`config.mk`:
```
export PLATFORM = sky130hd
export DESIGN_NAME = adc_serial_reader
export DESIGN_NICKNAME = d
export VERILOG_FILES = /design/src/rtl/adc_rd_pkg.sv /design/src/rtl/adc_rd_timer.sv /design/src/rtl/adc_rd_shift.sv /design/src/rtl/adc_rd_format.sv /design/src/rtl/adc_serial_reader.sv
export SDC_FILE = /design/constraint.sdc
export NUM_CORES = 1
export LEC_CHECK = 0
export BUFFER_PORTS_ARGS = -buffer_cell sky130_fd_sc_hd__buf_2
export CORE_MARGIN = 2
export CORE_UTILIZATION = 48
export DETAILED_ROUTE_END_ITERATION = 10
export PLACE_DENSITY_LB_ADDON = 0.12
export SLEW_MARGIN = 20
export SYNTH_ARGS = -nofsm -noshare
export SYNTH_HDL_FRONTEND = slang
export SYNTH_SLANG_ARGS = --single-unit
export TNS_END_PERCENT = 5
```
`constraint.sdc`:
```
create_clock -name clk -period 1.9 [get_ports clk]
set_input_delay 0.095 -clock clk [delete_from_list [all_inputs] [get_ports clk]]
set_output_delay 0.095 -clock clk [all_outputs]
set_load 0.03 [all_outputs]
```
`src/rtl/adc_rd_pkg.sv`:
```
package adc_rd_pkg;

    typedef enum logic [2:0] {
        ST_IDLE,
        ST_CNV_LOW,
        ST_CONV,
        ST_SCK_HI,
        ST_SCK_LO,
        ST_FIN
    } rd_state_e;

    function automatic int imax(input int a, input int b);
        return (a > b) ? a : b;
    endfunction

endpackage

```
`src/rtl/adc_rd_timer.sv`:
```
module adc_rd_timer #(
    parameter int W = 8
) (
    input  logic         clk,
    input  logic         rst_n,
    input  logic         load_i,
    input  logic [W-1:0] val_i,
    output logic         zero_o
);
    logic [W-1:0] cnt_d, cnt_q;

    always_comb begin
        cnt_d = cnt_q;
        if (load_i)
            cnt_d = val_i;
        else if (cnt_q != '0)
            cnt_d = cnt_q - 1'b1;
    end

    always_ff @(posedge clk or negedge rst_n) begin
        if (!rst_n) cnt_q <= '0;
        else        cnt_q <= cnt_d;
    end

    assign zero_o = (cnt_q == '0);
endmodule

```
`src/rtl/adc_rd_shift.sv`:
```
module adc_rd_shift #(
    parameter int W = 16
) (
    input  logic         clk,
    input  logic         rst_n,
    input  logic         clr_i,
    input  logic         en_i,
    input  logic         bit_i,
    output logic [W-1:0] word_o
);
    logic [W-1:0] word_d, word_q;

    always_comb begin
        word_d = word_q;
        if (clr_i)
            word_d = '0;
        else if (en_i)
            word_d = {word_q[W-2:0], bit_i};
    end

    always_ff @(posedge clk or negedge rst_n) begin
        if (!rst_n) word_q <= '0;
        else        word_q <= word_d;
    end

    assign word_o = word_q;
endmodule

```
`src/rtl/adc_rd_format.sv`:
```
module adc_rd_format #(
    parameter int DATA_W      = 12,
    parameter int OUT_W       = 16,
    parameter int SIGNED_CODE = 1,
    parameter int SIGN_EXT    = 1
) (
    input  logic [DATA_W-1:0] raw_i,
    output logic [OUT_W-1:0]  out_o
);
    localparam int EXT_W = OUT_W - DATA_W;

    generate
        if (EXT_W <= 0) begin : g_plain
            assign out_o = raw_i[OUT_W-1:0];
        end else if ((SIGNED_CODE != 0) && (SIGN_EXT != 0)) begin : g_sext
            assign out_o = {{EXT_W{raw_i[DATA_W-1]}}, raw_i};
        end else begin : g_zext
            assign out_o = {{EXT_W{1'b0}}, raw_i};
        end
    endgenerate
endmodule

```
`src/rtl/adc_serial_reader.sv`:
```
module adc_serial_reader #(
    parameter int DATA_W        = 12,
    parameter int PAD_W         = 4,
    parameter int OUT_W         = 16,
    parameter int SIGNED_CODE   = 1,
    parameter int SIGN_EXT      = 1,
    parameter int CNV_LOW_CYC   = 13,
    parameter int CONV_WAIT_CYC = 1500,
    parameter int SCK_HI_CYC    = 15,
    parameter int SCK_LO_CYC    = 8,
    parameter int ACQ_CYC       = 375
) (
    input  logic             clk,
    input  logic             rst_n,
    input  logic             start_i,
    input  logic             sdata_i,
    output logic             convst_n_o,
    output logic             sclk_o,
    output logic             busy_o,
    output logic             valid_o,
    output logic [OUT_W-1:0] result_o,
    output logic             frame_err_o
);
    import adc_rd_pkg::*;

    localparam int FRAME_W = DATA_W + PAD_W;
    localparam int BIT_W   = $clog2(FRAME_W + 1);
    localparam int MAX_CYC = imax(imax(CNV_LOW_CYC, CONV_WAIT_CYC), imax(SCK_HI_CYC, SCK_LO_CYC));
    localparam int TMR_W   = $clog2(MAX_CYC + 1);
    localparam int ACQ_W   = $clog2(ACQ_CYC + 1);
    localparam logic [BIT_W-1:0] LAST_BIT = BIT_W'(FRAME_W - 1);

    typedef struct packed {
        rd_state_e        st;
        logic             convst_n;
        logic             sclk;
        logic             busy;
        logic             valid;
        logic             err;
        logic [BIT_W-1:0] bits;
        logic [OUT_W-1:0] res;
    } ctl_t;

    ctl_t r_d, r_q;

    logic             tmr_load, tmr_zero;
    logic [TMR_W-1:0] tmr_val;
    logic             acq_load, acq_zero;
    logic             sh_clr, sh_en;
    logic [FRAME_W-1:0] frame_w;
    logic [OUT_W-1:0]   fmt_w;

    adc_rd_timer #(.W(TMR_W)) u_tmr (
        .clk(clk), .rst_n(rst_n), .load_i(tmr_load), .val_i(tmr_val), .zero_o(tmr_zero)
    );

    adc_rd_timer #(.W(ACQ_W)) u_acq (
        .clk(clk), .rst_n(rst_n), .load_i(acq_load), .val_i(ACQ_W'(ACQ_CYC)), .zero_o(acq_zero)
    );

    adc_rd_shift #(.W(FRAME_W)) u_shift (
        .clk(clk), .rst_n(rst_n), .clr_i(sh_clr), .en_i(sh_en), .bit_i(sdata_i), .word_o(frame_w)
    );

    adc_rd_format #(
        .DATA_W(DATA_W), .OUT_W(OUT_W), .SIGNED_CODE(SIGNED_CODE), .SIGN_EXT(SIGN_EXT)
    ) u_fmt (
        .raw_i(frame_w[DATA_W-1:0]), .out_o(fmt_w)
    );

    always_comb begin
        r_d      = r_q;
        r_d.valid = 1'b0;
        tmr_load = 1'b0;
        tmr_val  = '0;
        acq_load = 1'b0;
        sh_clr   = 1'b0;
        sh_en    = 1'b0;
        unique case (r_q.st)
            ST_IDLE: begin
                if (start_i) begin
                    r_d.st       = ST_CNV_LOW;
                    r_d.convst_n = 1'b0;
                    r_d.busy     = 1'b1;
                    r_d.bits     = '0;
                    tmr_load     = 1'b1;
                    tmr_val      = TMR_W'(CNV_LOW_CYC - 1);
                    sh_clr       = 1'b1;
                end
            end
            ST_CNV_LOW: begin
                if (tmr_zero && acq_zero) begin
                    r_d.st       = ST_CONV;
                    r_d.convst_n = 1'b1;
                    tmr_load     = 1'b1;
                    tmr_val      = TMR_W'(CONV_WAIT_CYC - 1);
                end
            end
            ST_CONV: begin
                if (tmr_zero) begin
                    r_d.st   = ST_SCK_HI;
                    r_d.sclk = 1'b1;
                    tmr_load = 1'b1;
                    tmr_val  = TMR_W'(SCK_HI_CYC - 1);
                end
            end
            ST_SCK_HI: begin
                if (tmr_zero) begin
                    r_d.sclk = 1'b0;
                    sh_en    = 1'b1;
                    r_d.bits = r_q.bits + 1'b1;
                    if (r_q.bits == LAST_BIT) begin
                        r_d.st = ST_FIN;
                    end else begin
                        r_d.st   = ST_SCK_LO;
                        tmr_load = 1'b1;
                        tmr_val  = TMR_W'(SCK_LO_CYC - 1);
                    end
                end
            end
            ST_SCK_LO: begin
                if (tmr_zero) begin
                    r_d.st   = ST_SCK_HI;
                    r_d.sclk = 1'b1;
                    tmr_load = 1'b1;
                    tmr_val  = TMR_W'(SCK_HI_CYC - 1);
                end
            end
            ST_FIN: begin
                r_d.res   = fmt_w;
                r_d.err   = |frame_w[FRAME_W-1:DATA_W];
                r_d.valid = 1'b1;
                r_d.busy  = 1'b0;
                r_d.st    = ST_IDLE;
                acq_load  = 1'b1;
            end
            default: r_d.st = ST_IDLE;
        endcase
    end

    always_ff @(posedge clk or negedge rst_n) begin
        if (!rst_n) begin
            r_q <= '{st: ST_IDLE, convst_n: 1'b1, sclk: 1'b0, busy: 1'b0,
                     valid: 1'b0, err: 1'b0, bits: '0, res: '0};
        end else begin
            r_q <= r_d;
        end
    end

    assign convst_n_o  = r_q.convst_n;
    assign sclk_o      = r_q.sclk;
    assign busy_o      = r_q.busy;
    assign valid_o     = r_q.valid;
    assign result_o    = r_q.res;
    assign frame_err_o = r_q.err;

    // ---------------- checks on the port timing ----------------
    logic [31:0] chk_low_run, chk_since_rise, chk_since_fall;
    logic [4:0]  chk_falls;
    logic        chk_sclk_prev;

    always_ff @(posedge clk or negedge rst_n) begin
        if (!rst_n) begin
            chk_low_run    <= '0;
            chk_since_rise <= '0;
            chk_since_fall <= '1;
            chk_falls      <= '0;
            chk_sclk_prev  <= 1'b0;
        end else begin
            chk_sclk_prev <= r_q.sclk;
            chk_low_run   <= r_q.convst_n ? '0 : chk_low_run + 1'b1;
            if (!r_q.convst_n)
                chk_since_rise <= '0;
            else if (chk_since_rise != '1)
                chk_since_rise <= chk_since_rise + 1'b1;
            if (chk_sclk_prev && !r_q.sclk)
                chk_since_fall <= '0;
            else if (chk_since_fall != '1)
                chk_since_fall <= chk_since_fall + 1'b1;
            if (!r_q.convst_n)
                chk_falls <= '0;
            else if (chk_sclk_prev && !r_q.sclk)
                chk_falls <= chk_falls + 1'b1;
        end
    end

    a_r3_convst_low_width: assert property (@(posedge clk) disable iff (!rst_n)
        $rose(convst_n_o) |-> chk_low_run >= 32'(CNV_LOW_CYC));

    a_r4_conversion_wait: assert property (@(posedge clk) disable iff (!rst_n)
        $rose(sclk_o) |-> chk_since_rise >= 32'(CONV_WAIT_CYC));

    a_r5_sclk_low_when_idle: assert property (@(posedge clk) disable iff (!rst_n)
        !busy_o |-> !sclk_o);

    a_r5_sixteen_falls: assert property (@(posedge clk) disable iff (!rst_n)
        valid_o |-> chk_falls == 5'(FRAME_W));

    a_r2_busy_before_strobe: assert property (@(posedge clk) disable iff (!rst_n)
        valid_o |-> ($past(busy_o) && !busy_o));

    a_r10_single_strobe: assert property (@(posedge clk) disable iff (!rst_n)
        valid_o |=> !valid_o);

    a_r9_acquisition_gap: assert property (@(posedge clk) disable iff (!rst_n)
        $rose(convst_n_o) |-> chk_since_fall >= 32'(ACQ_CYC));

endmodule

```
* Word level (Yosys, flattened, before mapping) *
Index checks and enable logic that the tools add are counted.

storage, ports and cells
  register bits = 61

cells by class
  mux-type cells = 37
  add/subtract/negate cells = 3
  eq/ne operators = 10
  reduce and logical (&&, ||, !) cells = 20

operators by type and width
  cell                                                                   number
  11-bit case mux with 4 select lines                                    1
  11-bit two-way mux                                                     3
  16-bit two-way mux                                                     2
  9-bit two-way mux                                                      2
  4-bit two-way mux                                                      4
  2-bit nonzero test                                                     7
  1-bit two-way mux                                                      12
  3-bit two-way mux                                                      4
  3-bit case mux with 4 select lines                                     1
  11-bit logical NOT                                                     1
  11-bit nonzero test                                                    1
  11-bit by 1-bit subtractor with 11-bit output, second input constant   1
  5-bit two-way mux                                                      2
  5-bit case mux with 2 select lines                                     1
  9-bit logical NOT                                                      1
  3-bit AND reduction                                                    3
  9-bit nonzero test                                                     1
  9-bit by 1-bit subtractor with 9-bit output, second input constant     1
  3-bit by 2-bit equality test with 1-bit output, second input constant  2
  3-bit equality test, second input constant                             2
  2-bit inequality test, second input constant                           3
  1-bit case mux with 2 select lines                                     3
  5-bit by 1-bit adder with 5-bit output, second input constant          1
  5-bit by 4-bit equality test with 1-bit output, second input constant  1
  10 further kinds                                                       10

* Logic depth before layout (Yosys ltp) *
Gate-level depths: netlist (run 1).

  depth after elaboration = 5
  gate-level depth with buffers = 8

* Hierarchy *
Synthesis (run 1) repeated with hierarchy kept, for this count alone.

second synthesis, totals
  cells, all modules = 323
  area, all modules = 3428.3 um^2

modules (own cells, without submodules)
  module                instances  cells each  area an instance (um^2)
  adc_serial_reader     1          135         1486.4
  adc_rd_shift          1          52          660.6
  adc_rd_timer (u_tmr)  1          63          626.9
  adc_rd_timer (u_acq)  1          57          534.3
  adc_rd_format         1          16          120.1

* Worst setup path after synthesis (run 1) *
Ideal clock, no wire load.

  path type = flip-flop to flip-flop
  start = reg u_acq.cnt_q[0]
  end = reg r_q[26] in the netlist's numbering
  stages on the path, launching flop included = 7
  arrival = 1.630 ns
  path slack = 0.130 ns
  required time = 1.760 ns
  path through = dfrtp_1 > inv_1 > ha_1 > or4b_1 > or3_1 > a21oi_1 > o311ai_1

between the ends
  word-level cells in the longest chain between the ends = 4

ends and longest elaborated chain
  element                                 RTL line                  RTL
  from (decl)                             adc_rd_timer.sv:10        logic [W-1:0] cnt_d, cnt_q;
  from (signal assigned)                  adc_rd_timer.sv:22        else cnt_q <= cnt_d;
  9-bit logical NOT                       adc_rd_timer.sv:25        assign zero_o = (cnt_q == '0);
  1-bit logical AND                       adc_serial_reader.sv:92   if (tmr_zero && acq_zero) begin
  2-bit inequality test (no source line)  --
  4-bit AND reduction (no source line)    --
  to (signal assigned)                    adc_serial_reader.sv:143  r_q <= '{st: ST_IDLE, convst_n: 1'b1, sclk: 1'b0, busy: 1'b0,
  to (signal assigned)                    adc_serial_reader.sv:146  r_q <= r_d;
  to (decl)                               adc_serial_reader.sv:44   ctl_t r_d, r_q;

No other way between the ends.
A chain may end at the register's enable or synchronous reset.

* Worst setup path after layout (run 1) *
Same ends and word-level chain as after synthesis.

==> reports/summary.txt, run 1 <==
Status: finished, final reports clean
Synth unique cells: 51
Vias in the first global route: 2201
Yosys reg bits: 61
Die Wd: 82.9 µm
Worst-Skew Late Latency: 0.34 ns
CTS sink count: 61
Port Buffers: 24
Ports: 25
Largest net degree at the start of global routing: 40
Achievable frequency: 564 MHz
Critical path origin: u_acq.cnt_q[0]$_DFFE_PN0P_
FF-to-FF End: r_q[26]$_DFFE_PN0P_
Remaining Overflow, GRT: 0
Worst setup path category: flip-flop to flip-flop
Syn Inst Count: 325
Synth Flop Type: dfrtp_1
Antenna viol nets, final: 0
DR DRC count: 0
Worst reg2reg path depth: 6
Tcrit/Tclk final: 93.3%
Routed WL: 5720 µm
CTS tree: yes
Setup crit end: r_q[26]$_DFFE_PN0P_
Post-synth EDFFs: 0
Synth Net Count: 334
1st-iter DRT viols: 114
# setup viols final: 0
Critical Path AT: 1.99 ns
Layout Skew: 0.00484 ns
Fin Setup TNS: 0 ns
Critical path endpoint category: flip-flop
Worst hold start: start_i
ANT cells: 0
CTS Buf Count: 9
Crit path required time: 2.11 ns
Worst min path class: input port to flip-flop
Core Util, Final: 58.4%
# Max-Cap Violations: 0
Final Hold Viols: 0
Clk pin slew, worst setup/hold paths: 0.07 ns
Worst VDD drop: 0.532 mV
Routed vias/inst: 5.22
Vias: 2235
Drt first pass iters: 7
Final nets: 357
Root Buffer Master: clkbuf_8
Slew Limit Headroom: 59.8%
Tmin final: 1.77 ns
Deepest clock path buffer count: 2
Hold Path Stages: 3
Total power: 2.88 mW
Ys Warns: 0
Global-route wire length before repair: 10100 µm
Initial Util: 50.1%
Routed WL per cell: 13.4 µm
Flop2flop setup slack: 0.13 ns
Slew @ Worst Pin: 0.599 ns
Global-route usage over all layers: 18.3%
Cells after DPL: 409
Crit-path max FO: 4
HPWL after detailed placement: 3880 µm
Antenna violations before repair: 0
Final Cell Area: 3480 µm²
DIE AREA: 6870 µm²
Leakage: 1.74 nW
Pwr Density: 827 nW/µm²
Non-Filler Instances: 428
H-tree Lvls: 3
Post-synthesis average cell area: 9.19 µm²
Post-synthesis sequential area ratio: 51.2%
Die Y: 82.9 µm
Layout overhead on the synthesized area: 16.4%
GPL Wtd Cong: 0.812
Cell Rows: 28
RSZ-0062 raised after global routing: false
Area post-placement: 3170 µm²
Final Max Tran Viols: 0
Worst r2r src: u_acq.cnt_q[0]$_DFFE_PN0P_
Core footprint: 5960 µm²
Fraction of registers with async set/reset: 100%
Crit path launch type: flip-flop
Post-Synthesis Cell Area: 2990 µm²
Share of post-route cells with drive strength above 1: 19.8%
[synth_stat cells (2+ instances only)]
library cell	count	area [µm²]
or4b_1	2	20.0
nand2b_1	6	37.5
and3_1	3	18.8
nand4_1	2	12.5
xnor2_1	7	61.3
nand2_1	92	345
dfrtp_1	60	1500
buf_2	9	45.0
clkbuf_1	8	30.0
mux2i_1	4	40.0
nor3_1	4	20.0
ha_1	5	62.6
o21ai_1	2	10.0
and4_1	2	17.5
nand3_1	2	10.0
a211oi_1	2	15.0
or3_1	3	18.8
inv_1	8	30.0
nor2_1	15	56.3
xor2_1	5	43.8
o211ai_1	3	22.5
o21ai_0	27	135
buf_4	17	128
a21o_1	2	15.0
a21oi_1	6	30.0
nor4_1	4	25.0
[critical path, stage by stage, from the launching register on]
cell      delay, ns
dfrtp_1        0.37
inv_1          0.12
ha_4           0.16
or4b_1         0.44
or3_1          0.32
a21oi_1        0.15
o311ai_1       0.09
[logic make-up (layout without fill, tap and decap cells)]
| group | count (synthesis) | count (layout) | share of synthesized area (%) |
|---|---|---|---|
| adders and majority gates | 5 | 5 | 2.09 |
| AOI/OAI and AO/OA | 53 | 53 | 10.7 |
| muxes | 5 | 5 | 1.72 |
| and+or+nand+nor | 146 | 146 | 22.9 |
| buffers and inverters | 43 | 71 | 7.92 |
| xor gates and xnor gates | 12 | 12 | 3.52 |
| DFF | 61 | 61 | 51.2 |
[worst min-delay path by stage]
| stage | to | slack (ns) |
|---|---|---|
| final | u_tmr.cnt_q[9]$_DFFE_PN0P_ | 0.18 |
| after global routing | u_tmr.cnt_q[9]$_DFFE_PN0P_ | 0.17 |
| after CTS | u_tmr.cnt_q[9]$_DFFE_PN0P_ | 0.17 |
| after detailed placement | u_acq.cnt_q[4]$_DFFE_PN0P_ | 0.12 |
| after global placement | u_acq.cnt_q[4]$_DFFE_PN0P_ | 0.12 |
| after floorplan | busy_o$_DFFE_PN0P_ | -0.20 |
[timing repair]
action,4_1_cts,5_1_grt
endpoints found under the hold margin,22,0
pin swaps,1,2
setup buffers,1,0
hold buffers,2,0
resized for setup,0,4
setup endpoints to repair,7,11
[per-stage QoR]
stage                     setup WS [ns]  hold WS [ns]
final                             0.127         0.182
after global routing             0.0112         0.172
after CTS                        0.0403         0.173
after detailed placement        -0.0317         0.121
after global placement           0.0998         0.125
after floorplan                   0.130        -0.201
[power breakdown]
group | internal [mW] | switching [mW] | leakage (nW) | total (mW)
Combinational | 0.0103 | 0.0272 | 0.900 | 0.0375
Sequential | 1.30 | 0.000695 | 0.711 | 1.30
Clock | 1.01 | 0.531 | 0.131 | 1.54
Total | 2.32 | 0.559 | 1.74 | 2.88
[per-layer routing]
metal	GRT usage, %	vias up	wire length, µm	share of wire, %
met5	0	-	0	0
met1	23.7	1066	2720	48
met2	28.7	42	2700	47
met3	3.88	9	212	3.7
met4	10.3	0	88	1.5
li1	-	1118	-	-
[cell usage in the layout, fill, tap and decap left out, types with 5 or more instances in the layout]
cell      count
xnor2_1       7
buf_2        24
inv_1         8
buf_4        18
dfrtp_1      60
nand2_1      92
clkbuf_8      9
nand2b_1      6
xor2_1        5
a21oi_1       6
nor2_1       15
o21ai_0      27
[area by class of cell]
| type | instances | area [µm²] |
|---|---|---|
| multi-input cells | 221 | 1240 |
| clock buffers | 10 | 128 |
| well taps | 75 | 93.8 |
| inverters | 9 | 33.8 |
| fillers | 544 | 2480 |
| repair buffers | 46 | 315 |
| clock inverters | 6 | 134 |
| flip-flops and latches | 61 | 1530 |
[registers in the layout, summed over array words and instances (netlist names)]
signal	flops
busy_o	1
r_q	8
convst_n_o	1
u_shift.word_o	16
valid_o	1
u_tmr.cnt_q	11
u_acq.cnt_q	9
result_o	12
frame_err_o	1
sclk_o	1
No activity file was read; power rests on OpenSTA's default activity.
==> inputs of run 2 (changes only) <==
--- a/config.mk
+++ b/config.mk
@@ -5,6 +5,7 @@
 export SDC_FILE = /design/constraint.sdc
 export NUM_CORES = 1
 export LEC_CHECK = 0
+export ABC_AREA = 1
 export BUFFER_PORTS_ARGS = -buffer_cell sky130_fd_sc_hd__buf_2
 export CORE_MARGIN = 2
 export CORE_UTILIZATION = 48
==> run 2 against run 1 <==
Effect of this change:
- wire length fell by 0.82%
- register-to-register slack better by 0.02 ns
- cell count is 6.3% higher
- sequential share of layout area grew 0.40 points
- critical path depth up 5
- combinational power fell by 15%
- die area increased by 0.59%
- setup slack better by 0.022 ns
- core utilization fell by 0.86 points
- critical path type unchanged
- largest power group is now registers
==> reports/summary.txt, run 2 <==
Status: finished, final reports clean (unchanged)
DIE AREA: 6910 µm² (was 6870 µm²)
Syn Inst Count: 347 (was 325)
DR DRC count: 0 (unchanged)
M1 WL: 2820 µm (was 2720 µm)
CTS Buf Count: 9 (unchanged)
CTS sink count: 61 (unchanged)
Post-synth top cells: nand2_1 (62), dfrtp_1 (60), inv_1 (50), nor2_1 (24), nand3_1 (19) (was nand2_1 (92), dfrtp_1 (60), o21ai_0 (27), buf_4 (17), nor2_1 (15))
Final Max Tran Viols: 0 (unchanged)
# Max-Cap Violations: 0 (unchanged)
Initial Util: 50.2% (was 50.1%)
Vias in the first global route: 2156 (was 2201)
Core footprint: 5990 µm² (was 5960 µm²)
Worst setup path category: flip-flop to flip-flop (unchanged)
Worst VDD drop: 0.353 mV (was 0.532 mV)
Final Hold Viols: 0 (unchanged)
Routed WL: 5670 µm (was 5720 µm)
Clk pin slew, worst setup/hold paths: 0.07 ns (about the same)
1st-iter DRT viols: 107 (was 114)
Worst-Skew Late Latency: 0.33 ns (was 0.34 ns)
Layout Skew: 0.00516 ns (was 0.00484 ns)
Most frequent cells in the layout: nand2_1 (62), dfrtp_1 (60), inv_1 (49), buf_2 (24), nor2_1 (21) (was nand2_1 (92), dfrtp_1 (60), o21ai_0 (27), buf_2 (24), buf_4 (18))
Routed WL per cell: 12.5 µm (was 13.4 µm)
Area contributors post-synth: dfrtp_1 (50%), nand2_1 (7.7%), inv_1 (6.2%), buf_4 (4.5%), nand3_1 (3.2%) (was dfrtp_1 (50%), nand2_1 (12%), o21ai_0 (4.5%), buf_4 (4.3%), ha_1 (2.1%))
Antenna viol nets, final: 0 (unchanged)
Yosys reg bits: 61 (unchanged)
Remaining Overflow, GRT: 0 (unchanged)
Die Wd: 83.1 µm (was 82.9 µm)
Max reg flops: 16 (unchanged)
Share of post-route cells with drive strength above 1: 22.6% (was 19.8%)
Synth area leader: dfrtp_1 (unchanged)
HPWL after detailed placement: 4020 µm (was 3880 µm)
H-tree Lvls: 3 (unchanged)
Achievable frequency: 571 MHz (was 564 MHz)
Global-route usage over all layers: 18.0% (was 18.3%)
Post-Synthesis Cell Area: 3010 µm² (was 2990 µm²)
Global-route wire length before repair: 10000 µm (was 10100 µm)
Critical path endpoint category: flip-flop (unchanged)
Cell Rows: 28 (unchanged)
Vias: 2272 (was 2235)
Synth unique cells: 30 (was 51)
Tmin final: 1.75 ns (was 1.77 ns)
Final Cell Area: 3450 µm² (was 3480 µm²)
ANT cells: 0 (unchanged)
Pwr Density: 755 nW/µm² (was 827 nW/µm²)
Top Layer Used: met4 (unchanged)
Ports: 25 (unchanged)
Synth Net Count: 356 (was 334)
Antenna violations before repair: 0 (unchanged)
GPL Wtd Cong: 0.852 (was 0.812)
Final nets: 384 (was 357)
WL met3: 168 µm (was 212 µm)
CTS tree: yes (unchanged)
Area post-placement: 3160 µm² (was 3170 µm²)
Post-synthesis average cell area: 8.66 µm² (was 9.19 µm²)
Port Buffers: 24 (unchanged)
Most common cell after layout, fill and taps aside: nand2_1 (unchanged)
Root Buffer Master: clkbuf_8 (unchanged)
Drt first pass iters: 5 (was 7)
Post-synthesis sequential area ratio: 50.8% (was 51.2%)
Fraction of registers with async set/reset: 100% (unchanged)
Die Y: 83.1 µm (was 82.9 µm)
Deepest clock path buffer count: 2 (unchanged)
Crit path required time: 2.12 ns (was 2.11 ns)
Crit path launch type: flip-flop (unchanged)
Met2 WL: 2530 µm (was 2700 µm)
Ys Warns: 0 (unchanged)
Routed vias/inst: 4.99 (was 5.22)
Critical Path AT: 1.97 ns (was 1.99 ns)
Fin Setup TNS: 0 ns (unchanged)
Slew Limit Headroom: 65.7% (was 59.8%)
Synth Flop Type: dfrtp_1 (unchanged)
Crit-path max FO: 6 (was 4)
Most frequent cell after synthesis: nand2_1 (unchanged)
Layout overhead on the synthesized area: 14.7% (was 16.4%)
RSZ-0062 raised after global routing: true (was false)
Leakage: 1.85 nW (was 1.74 nW)
Synth top area share: 50.0% (was 50.3%)
Worst min path class: input port to flip-flop (unchanged)
Slew @ Worst Pin: 0.513 ns (was 0.599 ns)
Tcrit/Tclk final: 92.2% (was 93.3%)
Largest net degree at the start of global routing: 38 (was 40)
# setup viols final: 0 (unchanged)
Post-synth EDFFs: 0 (unchanged)
==> run 2: cell count changes in the layout (fill, tap and decap cells not counted), sizes merged, moves of 4 or more <==
| cell | delta |
|---|---|
| a21oi | +6 |
| buf | -5 |
| inv | +47 |
| mux2i | -4 |
| nand2 | -26 |
| nand2b | -6 |
| nand3 | +20 |
| nor2 | +15 |
| nor3 | +6 |
| o22ai | +14 |
| or3 | -4 |
| xnor2 | -5 |
==> run 2: critical path: stages, from the launching register on <==
cell and delay (ns):
dfrtp_1 0.35, ha_1 0.17, nand2_1 0.07, nor2_1 0.14, ha_2 0.21, inv_1 0.05
nand4_1 0.13, nand2_2 0.13, nor2_4 0.20, nand2_2 0.07, nand2_1 0.08, nand2_1 0.05
==> run 2: final cells by class <==
class / count / area [µm²]
multi-input cells: 206 / 1150
clock buffers: 13 / 149
repair buffers: 40 / 243
inverters: 57 / 214
well taps: 75 / 93.8
fillers: 558 / 2540
clock inverters: 3 / 68.8
flip-flops and latches: 61 / 1530
==> run 2: worst paths after layout <==
kind,startpoint,end,slack (ns),cells past startpoint
setup / recovery,r_q[16]$_DFFE_PN0P_,u_tmr.cnt_q[1]$_DFFE_PN0P_,0.15,11
hold / removal,sdata_i,u_shift.word_o[0]$_DFFE_PN0P_,0.02,3
setup reg to reg,r_q[16]$_DFFE_PN0P_,u_tmr.cnt_q[1]$_DFFE_PN0P_,0.15,11
hold reg to reg,convst_n_o$_DFFE_PN1P_,convst_n_o$_DFFE_PN1P_,0.47,2
max in group asynchronous,rst_n,convst_n_o$_DFFE_PN1P_,1.21,3
min in group asynchronous,rst_n,u_shift.word_o[9]$_DFFE_PN0P_,0.28,3
==> run 2: kinds of logic after synthesis <==
family          synth area share [%]
compound gates                  11.1
xor+xnor                        2.04
fa+ha+maj                       2.08
buf+inv                         12.3
flops                           50.8
simple gates                    21.6
==> run 2: report_power, final <==
group | switching (mW) | leakage [nW] | internal, mW
logic | 0.0256 | 1.02 | 0.00630
registers | 0 | 0.720 | 1.30
clock network | 0.494 | 0.108 | 0.779
total | 0.519 | 1.85 | 2.08
==> run 2: layer usage <==
metal | GRT usage [%] | up-vias
li1 | - | 1162
met1 | 25.1 | 1051
met2 | 26.4 | 47
met3 | 3.58 | 12
met4 | 9.99 | 0
met5 | 0 | -
==> run 2: metrics by stage <==
stage / hold WS, ns / utilization [%] / instances / setup WS [ns] / power [mW]
global route: 0.0406 / 57.5 / 455 / -0.0294 / 2.69
global placement: 0.114 / 52.8 / 436 / 0.0875 / 1.36
finish: 0.0173 / 57.5 / 455 / 0.149 / 2.60
detailed placement: 0.114 / 52.8 / 436 / 0.0650 / 1.36
CTS: 0.0185 / 56.6 / 453 / 0.0348 / 2.64
floorplan: -0.201 / - / 347 / 0.234 / 1.32
==> run 2: what timing repair did <==
item                                   4_1_cts  5_1_grt
resized for setup                            0       12
buffers inserted                             0        2
setup endpoints to repair                    0       28
hold buffers                                 1        0
endpoints found under the hold margin       60        0
